==> src/rtl/bcd_pkg.sv <==
package bcd_pkg;

    localparam int unsigned DIG_W = 4;

    typedef enum logic {
        SEQ_IDLE = 1'b0,
        SEQ_RUN  = 1'b1
    } seq_state_t;

    function automatic int unsigned pow10(input int unsigned n);
        int unsigned r;
        r = 1;
        for (int unsigned i = 0; i < n; i++) r = r * 10;
        return r;
    endfunction

    function automatic logic [DIG_W-1:0] digit_fix(input logic [DIG_W-1:0] d);
        return (d > 4'd4) ? d + 4'd3 : d;
    endfunction

endpackage

==> src/rtl/bcd_digit_adj.sv <==
module bcd_digit_adj
    import bcd_pkg::*;
#(
    parameter int unsigned NDIG = 4
) (
    input  logic [NDIG*DIG_W-1:0] acc_i,
    output logic [NDIG*DIG_W-1:0] acc_o
);

    for (genvar g = 0; g < NDIG; g++) begin : g_dig
        assign acc_o[g*DIG_W +: DIG_W] = digit_fix(acc_i[g*DIG_W +: DIG_W]);
    end

endmodule

==> src/rtl/bcd_seq_ctrl.sv <==
module bcd_seq_ctrl
    import bcd_pkg::*;
#(
    parameter int unsigned STEPS = 16
) (
    input  logic clk,
    input  logic rst,
    input  logic start_i,
    output logic busy_o,
    output logic load_o,
    output logic step_o,
    output logic last_o
);

    localparam int unsigned CNT_W = $clog2(STEPS + 1);

    seq_state_t       state_q;
    logic [CNT_W-1:0] cnt_q;

    assign busy_o = (state_q == SEQ_RUN);
    assign load_o = start_i && !busy_o;
    assign step_o = busy_o;
    assign last_o = busy_o && (cnt_q == CNT_W'(STEPS - 1));

    always_ff @(posedge clk) begin
        if (rst) begin
            state_q <= SEQ_IDLE;
            cnt_q   <= '0;
        end else if (load_o) begin
            state_q <= SEQ_RUN;
            cnt_q   <= '0;
        end else if (step_o) begin
            cnt_q <= cnt_q + 1'b1;
            if (last_o) state_q <= SEQ_IDLE;
        end
    end

endmodule

==> src/rtl/bcd_range_cmp.sv <==
module bcd_range_cmp
    import bcd_pkg::*;
#(
    parameter int unsigned BIN_W = 16,
    parameter int unsigned NDIG  = 4
) (
    input  logic [BIN_W-1:0] val_i,
    output logic             over_o
);

    localparam int unsigned LIMIT = pow10(NDIG) - 1;

    assign over_o = 32'(val_i) > LIMIT;

endmodule

==> src/rtl/dd_bcd_conv.sv <==
module dd_bcd_conv
    import bcd_pkg::*;
#(
    parameter int unsigned BIN_W = 16,
    parameter int unsigned NDIG  = 4
) (
    input  logic                   clk,
    input  logic                   rst,
    input  logic                   start_i,
    input  logic [BIN_W-1:0]       bin_i,
    output logic                   busy_o,
    output logic                   done_o,
    output logic [NDIG*DIG_W-1:0]  bcd_o,
    output logic                   ovf_o
);

    localparam int unsigned ACC_W = NDIG * DIG_W;

    logic             load, step, last, over_in;
    logic [BIN_W-1:0] opnd_q;
    logic [ACC_W-1:0] acc_q, acc_adj, acc_next;
    logic [ACC_W-1:0] bcd_q;
    logic             ovf_pend_q, ovf_q, done_q;

    bcd_seq_ctrl #(.STEPS(BIN_W)) u_ctrl (
        .clk     (clk),
        .rst     (rst),
        .start_i (start_i),
        .busy_o  (busy_o),
        .load_o  (load),
        .step_o  (step),
        .last_o  (last)
    );

    bcd_range_cmp #(.BIN_W(BIN_W), .NDIG(NDIG)) u_cmp (
        .val_i  (bin_i),
        .over_o (over_in)
    );

    bcd_digit_adj #(.NDIG(NDIG)) u_adj (
        .acc_i (acc_q),
        .acc_o (acc_adj)
    );

    // correct digits first, then shift in the next operand bit
    assign acc_next = {acc_adj[ACC_W-2:0], opnd_q[BIN_W-1]};

    always_ff @(posedge clk) begin
        if (rst) begin
            opnd_q     <= '0;
            acc_q      <= '0;
            bcd_q      <= '0;
            ovf_pend_q <= 1'b0;
            ovf_q      <= 1'b0;
            done_q     <= 1'b0;
        end else begin
            done_q <= 1'b0;
            if (load) begin
                opnd_q     <= bin_i;
                acc_q      <= '0;
                ovf_pend_q <= over_in;
            end else if (step) begin
                opnd_q <= {opnd_q[BIN_W-2:0], 1'b0};
                acc_q  <= acc_next;
                if (last) begin
                    bcd_q  <= acc_next;
                    ovf_q  <= ovf_pend_q;
                    done_q <= 1'b1;
                end
            end
        end
    end

    assign done_o = done_q;
    assign bcd_o  = bcd_q;
    assign ovf_o  = ovf_q;

endmodule

==> config.mk <==
export PLATFORM = sky130hd
export DESIGN_NAME = dd_bcd_conv
export DESIGN_NICKNAME = d
export VERILOG_FILES = /design/src/rtl/bcd_pkg.sv /design/src/rtl/bcd_digit_adj.sv /design/src/rtl/bcd_seq_ctrl.sv /design/src/rtl/bcd_range_cmp.sv /design/src/rtl/dd_bcd_conv.sv
export SDC_FILE = /design/constraint.sdc
export NUM_CORES = 1
export LEC_CHECK = 0
export ABC_AREA = 1
export BUFFER_PORTS_ARGS = -buffer_cell sky130_fd_sc_hd__buf_2
export CORE_MARGIN = 4
export CORE_UTILIZATION = 24
export CTS_CLUSTER_DIAMETER = 120
export DETAILED_ROUTE_END_ITERATION = 10
export GPL_TIMING_DRIVEN = 0
export SLEW_MARGIN = 0
export SYNTH_ARGS = -nofsm -noshare
export SYNTH_HDL_FRONTEND = slang
export SYNTH_SLANG_ARGS = --single-unit
==> constraint.sdc <==
create_clock -name clk -period 1.3 [get_ports clk]
set_input_delay 0.39 -clock clk [delete_from_list [all_inputs] [get_ports clk]]
set_output_delay 0.39 -clock clk [all_outputs]
set_load 0.02 [all_outputs]
Word-level counts from Yosys, hierarchy flattened
Index checks and enable logic that the tools add are counted.
{ "classes": {"bitwise_logic": 2, "n_eq_ne": 1, "n_reduce_logical": 7, "order_cmp": 5, "muxes": 10, "n_addsub": 5} }
{ "ops": {"columns": ["cell", "n"], "rows": [
  ["$mux W16", 2],
  ["$gt A16 B14 Y1 const B", 1],
  ["$gt A4 B3 Y1 const B", 4],
  ["$add A4 B2 Y4 const B", 3],
  ["$mux W4", 3],
  ["$add A5 B1 Y5 const B", 1],
  ["$eq A5 B4 Y1 const B", 1],
  ["$mux W1", 4],
  ["$add A3 B2 Y3 const B", 1],
  ["$mux W3", 1],
  ["$reduce_and A3 Y1", 1],
  ["$reduce_or A3 Y1", 1],
  ["$logic_and A1 B1 Y1", 2],
  ["$not A1 Y1", 2],
  ["$reduce_bool A2 Y1", 1],
  ["$reduce_or A2 Y1", 1],
  ["$logic_not A1 Y1", 1]
]} }
{ "word_totals": {"register_bits": 57, "in_bits": 19} }

Logic depth before layout (Yosys ltp)
{ "logic_depth": {"depth_word": 5, "depth_mapped": 10, "depth_no_buf": 8} }

Modules after synthesis
Synthesis repeated with hierarchy kept, for this count alone.
{ "unflattened": {"hier_cells": 445, "hier_area_um2": 2997.9} }
{ "by_module_without_submodules": {"columns": ["module", "cells_per_inst", "area_per_inst_um2", "instances", "seq_area_each_um2"], "rows": [
  ["dd_bcd_conv", 273, 2089.5, 1, 1021.0],
  ["bcd_digit_adj", 116, 550.5, 1, 0.0],
  ["bcd_seq_ctrl", 40, 295.3, 1, 120.1],
  ["bcd_range_cmp", 16, 62.6, 1, 0.0]
]} }

Worst setup path before layout
No wires, ideal clock.
{ "synth_path": {"path_type": "flip-flop to flip-flop", "startpoint": "register u_ctrl.cnt_q[0]", "endpoint": "register bcd_q[4] (netlist: bcd_o[4])", "stages_incl_launch_ff": 10, "n_path_buf": 1, "path_slack_ps": -157, "arrival_time_ps": 1388, "path_cell_list": "dfxtp_1 -> ha_1 -> and3_1 -> ha_1 -> nand2_1 -> nand2_2 -> inv_2 -> buf_6 -> nand2_1 -> o21ai_1"} }
{ "synth_between": {"elab_chain_len": 3} }
{ "synth_lines": {"columns": ["item", "line", "text"], "rows": [
  ["start, declared", "bcd_seq_ctrl.sv:18", "logic [CNT_W-1:0] cnt_q;"],
  ["start signal, assigned", "bcd_seq_ctrl.sv:33", "cnt_q <= cnt_q + 1'b1;"],
  ["$eq A5 B4 Y1", "bcd_seq_ctrl.sv:23", "assign last_o = busy_o && (cnt_q == CNT_W'(STEPS - 1));"],
  ["$logic_and A1 B1 Y1", "bcd_seq_ctrl.sv:23", null],
  ["$reduce_and A3 Y1 (no source line)", null, null],
  ["end signal, assigned", "dd_bcd_conv.sv:66", "bcd_q <= acc_next;"],
  ["end, declared", "dd_bcd_conv.sv:22", "logic [ACC_W-1:0] bcd_q;"]
]} }
No other way between the ends.
A chain may end at the register's enable or synchronous reset.

Worst setup path after layout
{ "layout_path": {"startpoint": "register u_ctrl.cnt_q[0]", "endpoint": "register bcd_q[0] (netlist: bcd_o[0])"} }
The elaborated chain is that of the path after synthesis.

==> out/summary.txt <==
largest net degree at the start of global routing -> 11
fillers -> 1172
CTS H-tree lvls -> 3
routability cong. -> 0.796
register area -> 1160 sq um
sequential share of the synthesized area -> 41.3%
Clock Skew -> 6.33 ps
CP startpoint kind -> register
final-stage net count -> 502
Max Root-Sink Buffers -> 2
total wire length -> 7400 um
Slew Limit Headroom -> 68.8%
final-report hold violation count -> 0
min Tclk post-route -> 1410 ps
Row Count -> 38
Final setup viols -> 17
failing checks -> negative setup slack
crit-path leading delay family -> flip-flops
Post-DP Area -> 3170 sq um
vias in the first global route -> 2602
CP Buf/Inv Count -> 1
Ant. Diodes -> 0
first-pass GRT wire length -> 11800 um
commonest non-fill, non-tap cell in the layout -> nand2_1
outcome -> finished, violations left
antenna violations before repair -> 0
r2r endpoint -> bcd_o[0]
dpl ws -> -303 ps
crit path DAT -> 1640 ps
#FFs+latches synth -> 57
global-route usage over all layers -> 11.3%
Synth Cell Area -> 2760 sq um
later-pin clock latency in the skew report -> 330 ps
commonest cells after routing, fill and taps aside -> nand2_1 (138), inv_1 (46), dfxtp_1 (46)
Die H -> 115 um
Area Overhead vs Synth -> 44.1%
# Max-Cap Violations -> 0
hold path depth -> 3
Hold Path Origin -> bin_i[0]
die area -> 13300 sq um
EDFF count, synth -> 0
net count after synthesis -> 427
total leakage power -> 0.00193 uW
# IOs -> 38
reg-to-reg startpoint -> u_ctrl.cnt_q[0]
RSZ-0062 raised after global routing -> true
Max rail drop VDD -> 0.806 mV
via count -> 2705
setup slack after layout -> -114 ps
actual slew at the worst max-slew pin -> 468 ps
crit path max fanout -> 3
PortBufs -> 37
Reg2Reg Depth -> 7
Clock transition at path regs -> 50 ps
CTS root buffer -> clkbuf_16
drt initial violations -> 71
CTS Buf Count -> 9
crit path cell chain -> ha_4 > and3_4 > ha_4 > nand2_4 > nor2_4 > buf_6 > a22o_1
Synth cell types -> 29
drt wl/cell -> 12.0 um
Synth warnings -> 0
Fmax -> 0.707 GHz
Crit path largest cell delay -> 350 ps
# hold bufs at CTS -> 0
kind of critical path -> reg2reg
DR vias/cell -> 4.38
fin crit share -> 109%
most used cell, CP -> ha_4
Post-Syn Area per Cell -> 6.94 sq um
Die Wd -> 115 um
cell count after synthesis -> 398
CTS tree -> built
Primary FF master, synth -> dfxtp_1
Post-DP HPWL -> 4810 um
clk sinks -> 57
Finished Cell Area -> 3980 sq um
crit path launch -> u_ctrl.cnt_q[0]
multi-input logic area -> 1490 sq um
core box area -> 11000 sq um
final-report max-slew violation count -> 0
Reg2Reg Setup Slack -> -110 ps
CP Capture Type -> register
Starting Density -> 25.0%
share of layout cells above drive strength 1 -> 32.6%
pwr dens -> 1250 nW/um^2
WHS Endpoint -> opnd_q[0]
DRC Markers -> 0
total grt overflow -> 0
CP required -> 1520 ps
Slowest-stage cell, CP -> dfxtp_4
HP Class -> in2reg
drt first pass iters -> 4
fraction of registers with async set/reset -> 0%
remaining antenna violation count after routing -> 0
==> cell families after synthesis <==
kind of cell	Yosys count	share of synthesized area, %
xor gates and xnor gates	5	1.59
and+or+nand+nor	203	31.2
AOI/OAI and AO/OA	48	9.96
buffers and inverters	75	11.5
DFF	57	41.3
adders and majority gates	10	4.53
==> registers in the layout, summed over array words and instances, names as in the netlist <==
register / flops
ovf_pend_q: 1
opnd_q: 16
acc_q: 16
ovf_o: 1
bcd_o: 16
u_ctrl.cnt_q: 5
u_ctrl.busy_o: 1
done_o: 1
==> power breakdown <==
| part | switching, uW | internal [uW] | leakage, uW |
|---|---|---|---|
| clock network | 823 | 1630 | 0.000151 |
| logic | 385 | 293 | 0.00131 |
| registers | 45.7 | 1810 | 0.000470 |
==> worst min-delay path: cells and delay by family <==
family                 cells  cell delay, ps
AND/OR/NAND/NOR            1              50
AO/OA/AOI/OAI              1              60
buffers and inverters      1              90
==> cells in the mapped netlist, types with 2 or more instances <==
cell / n / area [sq um]
buf_6: 2 / 22.5
xnor2_1: 4 / 35.0
a21oi_2: 5 / 43.8
buf_4: 2 / 15.0
inv_4: 3 / 18.8
clkbuf_1: 3 / 11.3
inv_1: 58 / 218
ha_1: 10 / 125
o21ai_1: 6 / 30.0
o21ai_0: 15 / 75.1
o211ai_1: 4 / 30.0
dfxtp_1: 57 / 1140
nand2_1: 148 / 556
a21oi_1: 16 / 80.1
buf_2: 4 / 20.0
and3_1: 2 / 12.5
nand3_1: 36 / 180
inv_2: 3 / 11.3
nor2_1: 10 / 37.5
==> per-layer routing <==
metal / routed length [um] / vias to the layer above / track usage [%]
li1: - / 1388 / -
met2: 3640 / 55 / 19.3
met5: 0 / - / 0
met3: 386 / 10 / 3.84
met1: 3260 / 1252 / 13.3
met4: 105 / 0 / 3.99
==> per-stage QoR <==
stage	std cells	setup TNS (ps)	utilization [%]	hold slack, ps	total power, uW
after floorplan	398	-103	-	438	2250
after global placement	575	-4760	28.8	433	2370
after detailed placement	575	-5650	28.8	442	2390
after CTS	600	-1800	32.9	318	4900
after global routing	618	-2890	36.1	322	5210
final	618	-1310	36.1	320	4990
==> repair_timing <==
| item | CTS | global route |
|---|---|---|
| gates resized for setup | 29 | 63 |
| buffers inserted | 9 | 15 |
| cloned | 0 | 3 |
| pin swaps | 5 | 21 |
| endpoints found under the hold margin | 0 | 0 |
| setup endpoints to repair | 42 | 45 |
==> cell type report <==
cell class              count  share of cell area [%]
repair buffers             63                    11.2
repair inverters            1                   0.157
well taps                 140                    4.40
clock inverters             4                    1.26
clock buffers              12                    6.69
plain buffers              11                    2.42
multi-input cells         266                    37.5
flip-flops and latches     57                    29.2
inverters                  64                    7.17
==> worst max-delay path by stage <==
stage / to / cells after the start
after global placement: bcd_o[8] / 7
final: bcd_o[0] / 7
after detailed placement: bcd_o[15] / 7
after floorplan: bcd_o[4] / 9
after CTS: bcd_o[15] / 7
after global routing: bcd_o[15] / 7
(Power assumes the default switching activity.)
